$ cat src/rtl/sdt_escalator_pkg.sv
package sdt_escalator_pkg;
  localparam int unsigned DBL_TRAP_CODE = 16;
  localparam int unsigned NUM_COPIES    = 2;
  localparam int unsigned IDX_S         = 0;
  localparam int unsigned IDX_VS        = 1;
endpackage

$ cat src/rtl/sdt_env.sv
module sdt_env (
  input  logic clk,
  input  logic rst_n,
  input  logic menv_we,
  input  logic menv_wval,
  input  logic henv_we,
  input  logic henv_wval,
  output logic menv_q,
  output logic henv_q,
  output logic menv_d,
  output logic henv_d
);
  logic upd;

  always_comb begin
    menv_d = menv_we ? menv_wval : menv_q;
    henv_d = (henv_we ? henv_wval : henv_q) & menv_d;
    upd    = menv_we | henv_we | (henv_q & ~menv_d);
  end

  always_ff @(posedge clk or negedge rst_n) begin
    if (!rst_n) begin
      menv_q <= 1'b0;
      henv_q <= 1'b0;
    end else if (upd) begin
      menv_q <= menv_d;
      henv_q <= henv_d;
    end
  end

  // hypervisor enable cannot be on while the machine enable is off
  p_henv_gated_r8: assert property (@(posedge clk) disable iff (!rst_n)
    !menv_q |-> !henv_q);
endmodule

$ cat src/rtl/sdt_copy.sv
module sdt_copy (
  input  logic clk,
  input  logic rst_n,
  input  logic en_q,
  input  logic en_d,
  input  logic wr_en,
  input  logic wr_dt,
  input  logic wr_ie,
  input  logic clr,
  input  logic set,
  output logic dt_q,
  output logic ie_q
);
  logic dt_d, ie_d, upd, wdt_eff;

  always_comb begin
    wdt_eff = wr_dt & en_d;
    dt_d    = dt_q;
    ie_d    = ie_q;
    if (wr_en) begin
      dt_d = wdt_eff;
      ie_d = wr_ie & ~wdt_eff;
    end
    if (clr)   dt_d = 1'b0;
    if (set)   dt_d = 1'b1;
    if (!en_d) dt_d = 1'b0;
    upd = wr_en | clr | set | ~en_d;
  end

  always_ff @(posedge clk or negedge rst_n) begin
    if (!rst_n) begin
      dt_q <= 1'b0;
      ie_q <= 1'b0;
    end else if (upd) begin
      dt_q <= dt_d;
      ie_q <= ie_d;
    end
  end

  p_ie_forced_r2: assert property (@(posedge clk) disable iff (!rst_n)
    (wr_en && wr_dt && en_d) |=> !ie_q);
  p_set_on_trap_r4: assert property (@(posedge clk) disable iff (!rst_n)
    (set && en_d) |=> dt_q);
  p_ret_clear_r7: assert property (@(posedge clk) disable iff (!rst_n)
    (clr && !set) |=> !dt_q);
  p_off_reads_zero_r8: assert property (@(posedge clk) disable iff (!rst_n)
    !en_q |-> !dt_q);
endmodule

$ cat src/rtl/sdt_route.sv
module sdt_route #(
  parameter int unsigned CAUSE_W  = 6,
  parameter int unsigned DBL_CODE = 16,
  parameter int unsigned NCOPY    = 2
) (
  input  logic               trap_valid,
  input  logic               trap_to_s,
  input  logic [CAUSE_W-1:0] trap_cause,
  input  logic               virt_on,
  input  logic [NCOPY-1:0]   dt_cur,
  input  logic [NCOPY-1:0]   chk_en,
  output logic               to_m,
  output logic [CAUSE_W-1:0] cause_out,
  output logic               dbl,
  output logic               mtval2_we,
  output logic [CAUSE_W-1:0] mtval2,
  output logic [NCOPY-1:0]   set_vec
);
  import sdt_escalator_pkg::*;
  localparam logic [CAUSE_W-1:0] DBL_VAL = CAUSE_W'(DBL_CODE);

  logic hit_s, act_dt, act_chk;

  always_comb begin
    act_dt    = virt_on ? dt_cur[IDX_VS] : dt_cur[IDX_S];
    act_chk   = virt_on ? chk_en[IDX_VS] : chk_en[IDX_S];
    hit_s     = trap_valid & trap_to_s;
    dbl       = hit_s & act_chk & act_dt;
    to_m      = trap_valid & (~trap_to_s | dbl);
    cause_out = !trap_valid ? '0 : (dbl ? DBL_VAL : trap_cause);
    mtval2_we = dbl;
    mtval2    = dbl ? trap_cause : '0;
    set_vec         = '0;
    set_vec[IDX_S]  = hit_s & act_chk & ~act_dt & ~virt_on;
    set_vec[IDX_VS] = hit_s & act_chk & ~act_dt & virt_on;
  end

  // at most one copy is marked per trap
  always_comb begin
    p_one_copy_r10: assert ($onehot0(set_vec));
  end
endmodule

$ cat src/rtl/sdt_escalator.sv
module sdt_escalator
  import sdt_escalator_pkg::*;
#(
  parameter int unsigned CAUSE_W  = 6,
  parameter int unsigned DBL_CODE = DBL_TRAP_CODE
) (
  input  logic               clk,
  input  logic               rst_n,
  input  logic               cfg_menv_we,
  input  logic               cfg_menv_dte,
  input  logic               cfg_henv_we,
  input  logic               cfg_henv_dte,
  input  logic [1:0]         st_we,
  input  logic               st_wdt,
  input  logic               st_wie,
  input  logic               virt_on,
  input  logic               sret_exec,
  input  logic               trap_valid,
  input  logic               trap_to_s,
  input  logic [CAUSE_W-1:0] trap_cause,
  output logic               out_to_m,
  output logic [CAUSE_W-1:0] out_cause,
  output logic               out_dbl,
  output logic               out_mtval2_we,
  output logic [CAUSE_W-1:0] out_mtval2,
  output logic               rd_s_dt,
  output logic               rd_s_ie,
  output logic               rd_vs_dt,
  output logic               rd_vs_ie,
  output logic               rd_menv_dte,
  output logic               rd_henv_dte
);
  localparam int unsigned NCOPY = NUM_COPIES;

  logic menv_q, henv_q, menv_d, henv_d;
  logic [NCOPY-1:0] en_q_vec, en_d_vec, clr_vec, set_vec, dt_vec, ie_vec;

  sdt_env u_env (
    .clk(clk), .rst_n(rst_n),
    .menv_we(cfg_menv_we), .menv_wval(cfg_menv_dte),
    .henv_we(cfg_henv_we), .henv_wval(cfg_henv_dte),
    .menv_q(menv_q), .henv_q(henv_q), .menv_d(menv_d), .henv_d(henv_d)
  );

  always_comb begin
    en_q_vec         = '0;
    en_d_vec         = '0;
    clr_vec          = '0;
    en_q_vec[IDX_S]  = menv_q;
    en_q_vec[IDX_VS] = menv_q & henv_q;
    en_d_vec[IDX_S]  = menv_d;
    en_d_vec[IDX_VS] = henv_d;
    clr_vec[IDX_S]   = sret_exec & ~virt_on;
    clr_vec[IDX_VS]  = sret_exec & virt_on;
  end

  sdt_route #(.CAUSE_W(CAUSE_W), .DBL_CODE(DBL_CODE), .NCOPY(NCOPY)) u_route (
    .trap_valid(trap_valid), .trap_to_s(trap_to_s), .trap_cause(trap_cause),
    .virt_on(virt_on), .dt_cur(dt_vec), .chk_en(en_q_vec),
    .to_m(out_to_m), .cause_out(out_cause), .dbl(out_dbl),
    .mtval2_we(out_mtval2_we), .mtval2(out_mtval2), .set_vec(set_vec)
  );

  for (genvar g = 0; g < NCOPY; g++) begin : g_copy
    sdt_copy u_copy (
      .clk(clk), .rst_n(rst_n),
      .en_q(en_q_vec[g]), .en_d(en_d_vec[g]),
      .wr_en(st_we[g]), .wr_dt(st_wdt), .wr_ie(st_wie),
      .clr(clr_vec[g]), .set(set_vec[g]),
      .dt_q(dt_vec[g]), .ie_q(ie_vec[g])
    );
  end

  assign rd_s_dt     = dt_vec[IDX_S];
  assign rd_s_ie     = ie_vec[IDX_S];
  assign rd_vs_dt    = dt_vec[IDX_VS];
  assign rd_vs_ie    = ie_vec[IDX_VS];
  assign rd_menv_dte = menv_q;
  assign rd_henv_dte = henv_q;

  p_dbl_needs_dt_r5: assert property (@(posedge clk) disable iff (!rst_n)
    out_dbl |-> (trap_valid && trap_to_s && (virt_on ? rd_vs_dt : rd_s_dt)
                 && out_to_m && out_mtval2 == trap_cause
                 && out_cause == CAUSE_W'(DBL_CODE)));
  p_mtarget_pass_r6: assert property (@(posedge clk) disable iff (!rst_n)
    (trap_valid && !trap_to_s) |-> (out_to_m && !out_dbl && !out_mtval2_we
                                    && out_cause == trap_cause));
  p_virt_keeps_s_r10: assert property (@(posedge clk) disable iff (!rst_n)
    (virt_on && !st_we[IDX_S] && menv_d) |=> $stable(rd_s_dt));
endmodule

$ cat config.mk
export PLATFORM = sky130hd
export DESIGN_NAME = sdt_escalator
export DESIGN_NICKNAME = d
export VERILOG_FILES = /design/src/rtl/sdt_escalator_pkg.sv /design/src/rtl/sdt_env.sv /design/src/rtl/sdt_copy.sv /design/src/rtl/sdt_route.sv /design/src/rtl/sdt_escalator.sv
export SDC_FILE = /design/constraint.sdc
export NUM_CORES = 1
export LEC_CHECK = 0
export ABC_CLOCK_PERIOD_IN_PS = 1400
export BUFFER_PORTS_ARGS = -buffer_cell sky130_fd_sc_hd__buf_4
export CAP_MARGIN = 10
export CORE_MARGIN = 4
export CORE_UTILIZATION = 30
export CTS_BUF_LIST = sky130_fd_sc_hd__clkbuf_8 sky130_fd_sc_hd__clkbuf_16
export CTS_CLUSTER_DIAMETER = 60
export CTS_CLUSTER_SIZE = 20
export DETAILED_ROUTE_END_ITERATION = 10
export PLACE_DENSITY = 0.67
export SLEW_MARGIN = 20
export SYNTH_ARGS = -nofsm -noshare
export SYNTH_HDL_FRONTEND = slang
export SYNTH_HIERARCHICAL = 1
export SYNTH_SLANG_ARGS = --single-unit
$ cat constraint.sdc
create_clock -name clk -period 1.4 [get_ports clk]
set_clock_uncertainty 0.15 [all_clocks]
set_input_delay 0.07 -clock clk [delete_from_list [all_inputs] [get_ports clk]]
set_output_delay 0.07 -clock clk [all_outputs]
set_load 0.01 [all_outputs]
==> impl_metrics.yaml <==
logic_synthesis:
  ys_ff_latch: 6
  avgSynthCellArea_um2: 8.802
  synthTopCellsByArea: "dfrtp_1, a211oi_1, mux2_4"
  synth_top_area_frac: 0.2941
  synth_mux_area_frac: 0.1716
  yosys.area_share.simple: 0.2721
  synth_compound_area_frac: 0.1765
  synth_top_family_by_area: "simple AND/OR/NAND/NOR gates"
  syn_nets: 78
  yosysUniqueCellTypes: 26
  synth_fa_ha_area_frac: 0
  synth_xor_xnor_area_share: 0
  syn-cell-area_um2: 510.5
  ys_seq_area_frac: 0.2941
  yosys.area.top_type: "dfrtp_1"
  ys_warn_count: 6
  synth_cells: 58
clocking:
  h-tree-depth: 1
  clockRootBuffer: "clkbuf_8"
  clk_path_buf_depth: 2
  clock_latency_ps: 220
  cts_buffers: 3
  clk_pin_slew_ps: 40
  cts.sinks: 6
  tritoncts: "built"
detailed_routing:
  via_per_inst: 5.109
  dr.pass1.iters: 4
  routed-via-count: 659
  final_antenna_net_count: 0
  wl_per_cell_um: 13.66
  route.detailed.drc: 0
  totalWireLength_mm: 1.762
  drt_iter0_markers: 4
grt:
  antenna_found_initial: 0
  grt_pass1_wl_mm: 2.877
  grt_max_degree: 10
  grt_pass1_vias: 638
  gr-total-overflow: 0
  grt.total_usage: 0.1518
worst_setup_path:
  worstPathRequired_ps: 1180
  cp_slowest_stage_delay_ps: 420
  path_buf_inv: 1
  cp_cell_sequence: "and2_4 > and4_4 > o31a_1 > buf_6"
  cp.arrival_ps: 1420
  critical_path_class: "reg -> out"
  worstPathMaxFanout: 6
  cp-start-kind: "flop"
  cp_top_family: "flip-flops"
  endpoint_kind: "output port"
  critPathSlowestCell: "dfrtp_2"
floorplanning:
  start_util: 0.3274
  dieArea_um2: 2426
  die_h_um: 49.25
  die_x_um: 49.25
  core_um2: 1559
  num_rows: 14
  ios: 41
run:
  drv_cap: 0
sta:
  slew_viol_final: 0
  setup_viol: 20
  timing.final.ws_setup_ps: -235.3
  worstMarginPinSlew_ps: 454.6
  period_share: 1.168
  period_minus_slack_ps: 1635
  max_slew_margin: 0.6962
  whs_ps: 37.40
  fmax_mhz: 611.5
  grt_setup_unrepaired: "yes"
  hold_violations: 0
power_and_ir_drop:
  p_clk_frac: 0.369
  ir_drop_v: 0.0006107
  power_density_nw_per_um2: 672.7
  p_int_uw: 540.7
  power.total_uw: 740.7
  p_comb_frac: 0.359
  netSwitchingFraction: 0.2700
  p_leak_uw: 0.0005261
  power_switching_uw: 200.0
  pwr-share-seq: 0.272
worst_hold_path:
  hold_path.class: "in -> async"
outcome:
  violations: "setup timing"
  status: "complete, but fails checks"
layout:
  n_antenna_cell: 0
  utilization: 0.7063
  area_growth_pct: 115.7
  nets: 134
  drive_above_1_share: 0.6991
placement:
  dp_worst_setup_slack_ps: -73.88
  port_buffers: 40
  dp_hpwl_mm: 1.328
  gp_congestion: 0.7622
## cells by family after synthesis
| family | Yosys count |
|---|---|
| simple gates | 22 |
| compound gates | 13 |
| buf+inv | 10 |
| mux | 7 |
| flops | 6 |
## through the flow
stage,cell area [um2],setup TNS [ps],cells
3_3_place_gp,889.6,-306.2,116
4_1_cts,1075,-2128,128
6_report,1101,-2355,129
5_1_grt,1101,-3438,129
2_1_floorplan,555.5,0,58
3_5_place_dp,889.6,-443.7,116
## cell usage after synthesis (all sizes together)
| cell type | n |
|---|---|
| a211oi | 6 |
| nor4b | 1 |
| inv | 7 |
| nor3 | 1 |
| clkbuf | 1 |
| and2 | 4 |
| dfrtp | 6 |
| and4 | 1 |
| buf | 2 |
| a21oi | 1 |
| nor4 | 5 |
| and2b | 1 |
| mux2 | 5 |
| and4b | 1 |
| o21ai | 2 |
| o31a | 1 |
| a31oi | 1 |
| nand3 | 1 |
| a21boi | 2 |
| nand3b | 1 |
| nand2b | 2 |
| mux2i | 2 |
| nand2 | 4 |
## worst paths after layout
kind | startpoint | to | slack (ps) | depth (start not counted)
min in group clk | st_wdt | g_copy[0].u_copy/dt_q | 40 | 3
worst max-delay path | u_env/menv_q | out_cause[4] | -240 | 4
worst max register to register | u_env/menv_q | g_copy[1].u_copy/ie_q | -160 | 6
max in group asynchronous | rst_n | u_env/menv_q | 930 | 2
worst min-delay path | rst_n | g_copy[0].u_copy/ie_q | 40 | 2
worst min register to register | g_copy[0].u_copy/ie_q | g_copy[0].u_copy/ie_q | 360 | 1
## placed cells by master, fill, tap and decap left out, types with 3 or more instances in the layout
master,count
dlygate4sd3_1,5
inv_1,8
dfrtp_1,5
buf_4,44
nor4_2,4
mux2_4,3
a211oi_2,6
buf_6,5
nand2_1,4
clkbuf_8,3
## power by group through the flow
stage	Combinational, uW	Sequential [uW]	Clock (uW)
4_1_cts	255	201	281
2_1_floorplan	83.7	212	0
3_5_place_dp	217	204	0
3_3_place_gp	216	203	0
6_report	266	202	273
5_1_grt	288	204	295
## per-layer routing
| metal | routed length, um | GRT usage |
|---|---|---|
| met1 | 701 | 0.1667 |
| met3 | 156 | 0.04893 |
| met2 | 865 | 0.2545 |
| met5 | 0 | 0 |
| met4 | 38 | 0.08531 |
## layout make-up
type,instances,area [um2]
Clock inverter,1,3.754
Multi-Input combinational cell,42,421.7
Clock buffer,3,41.29
Sequential cell,6,151.4
Fill cell,136,457.9
Timing Repair Buffer,54,436.7
Tap cell,16,20.02
Inverter,7,26.28
## repair_timing
action	in CTS	in global routing
endpoints found under the setup margin	15	18
endpoints found under the hold margin	9	0
gates cloned	0	0
hold buffers	5	0
gates resized for setup	17	4
pin swaps	5	6
setup buffers	3	1
## state kept, by name, summed over array words and instances (netlist names)
| signal | flops |
|---|---|
| g_copy.u_copy/dt_q | 2 |
| g_copy.u_copy/ie_q | 2 |
| u_env/henv_q | 1 |
| u_env/menv_q | 1 |
Power figures use the tool's default switching activity.
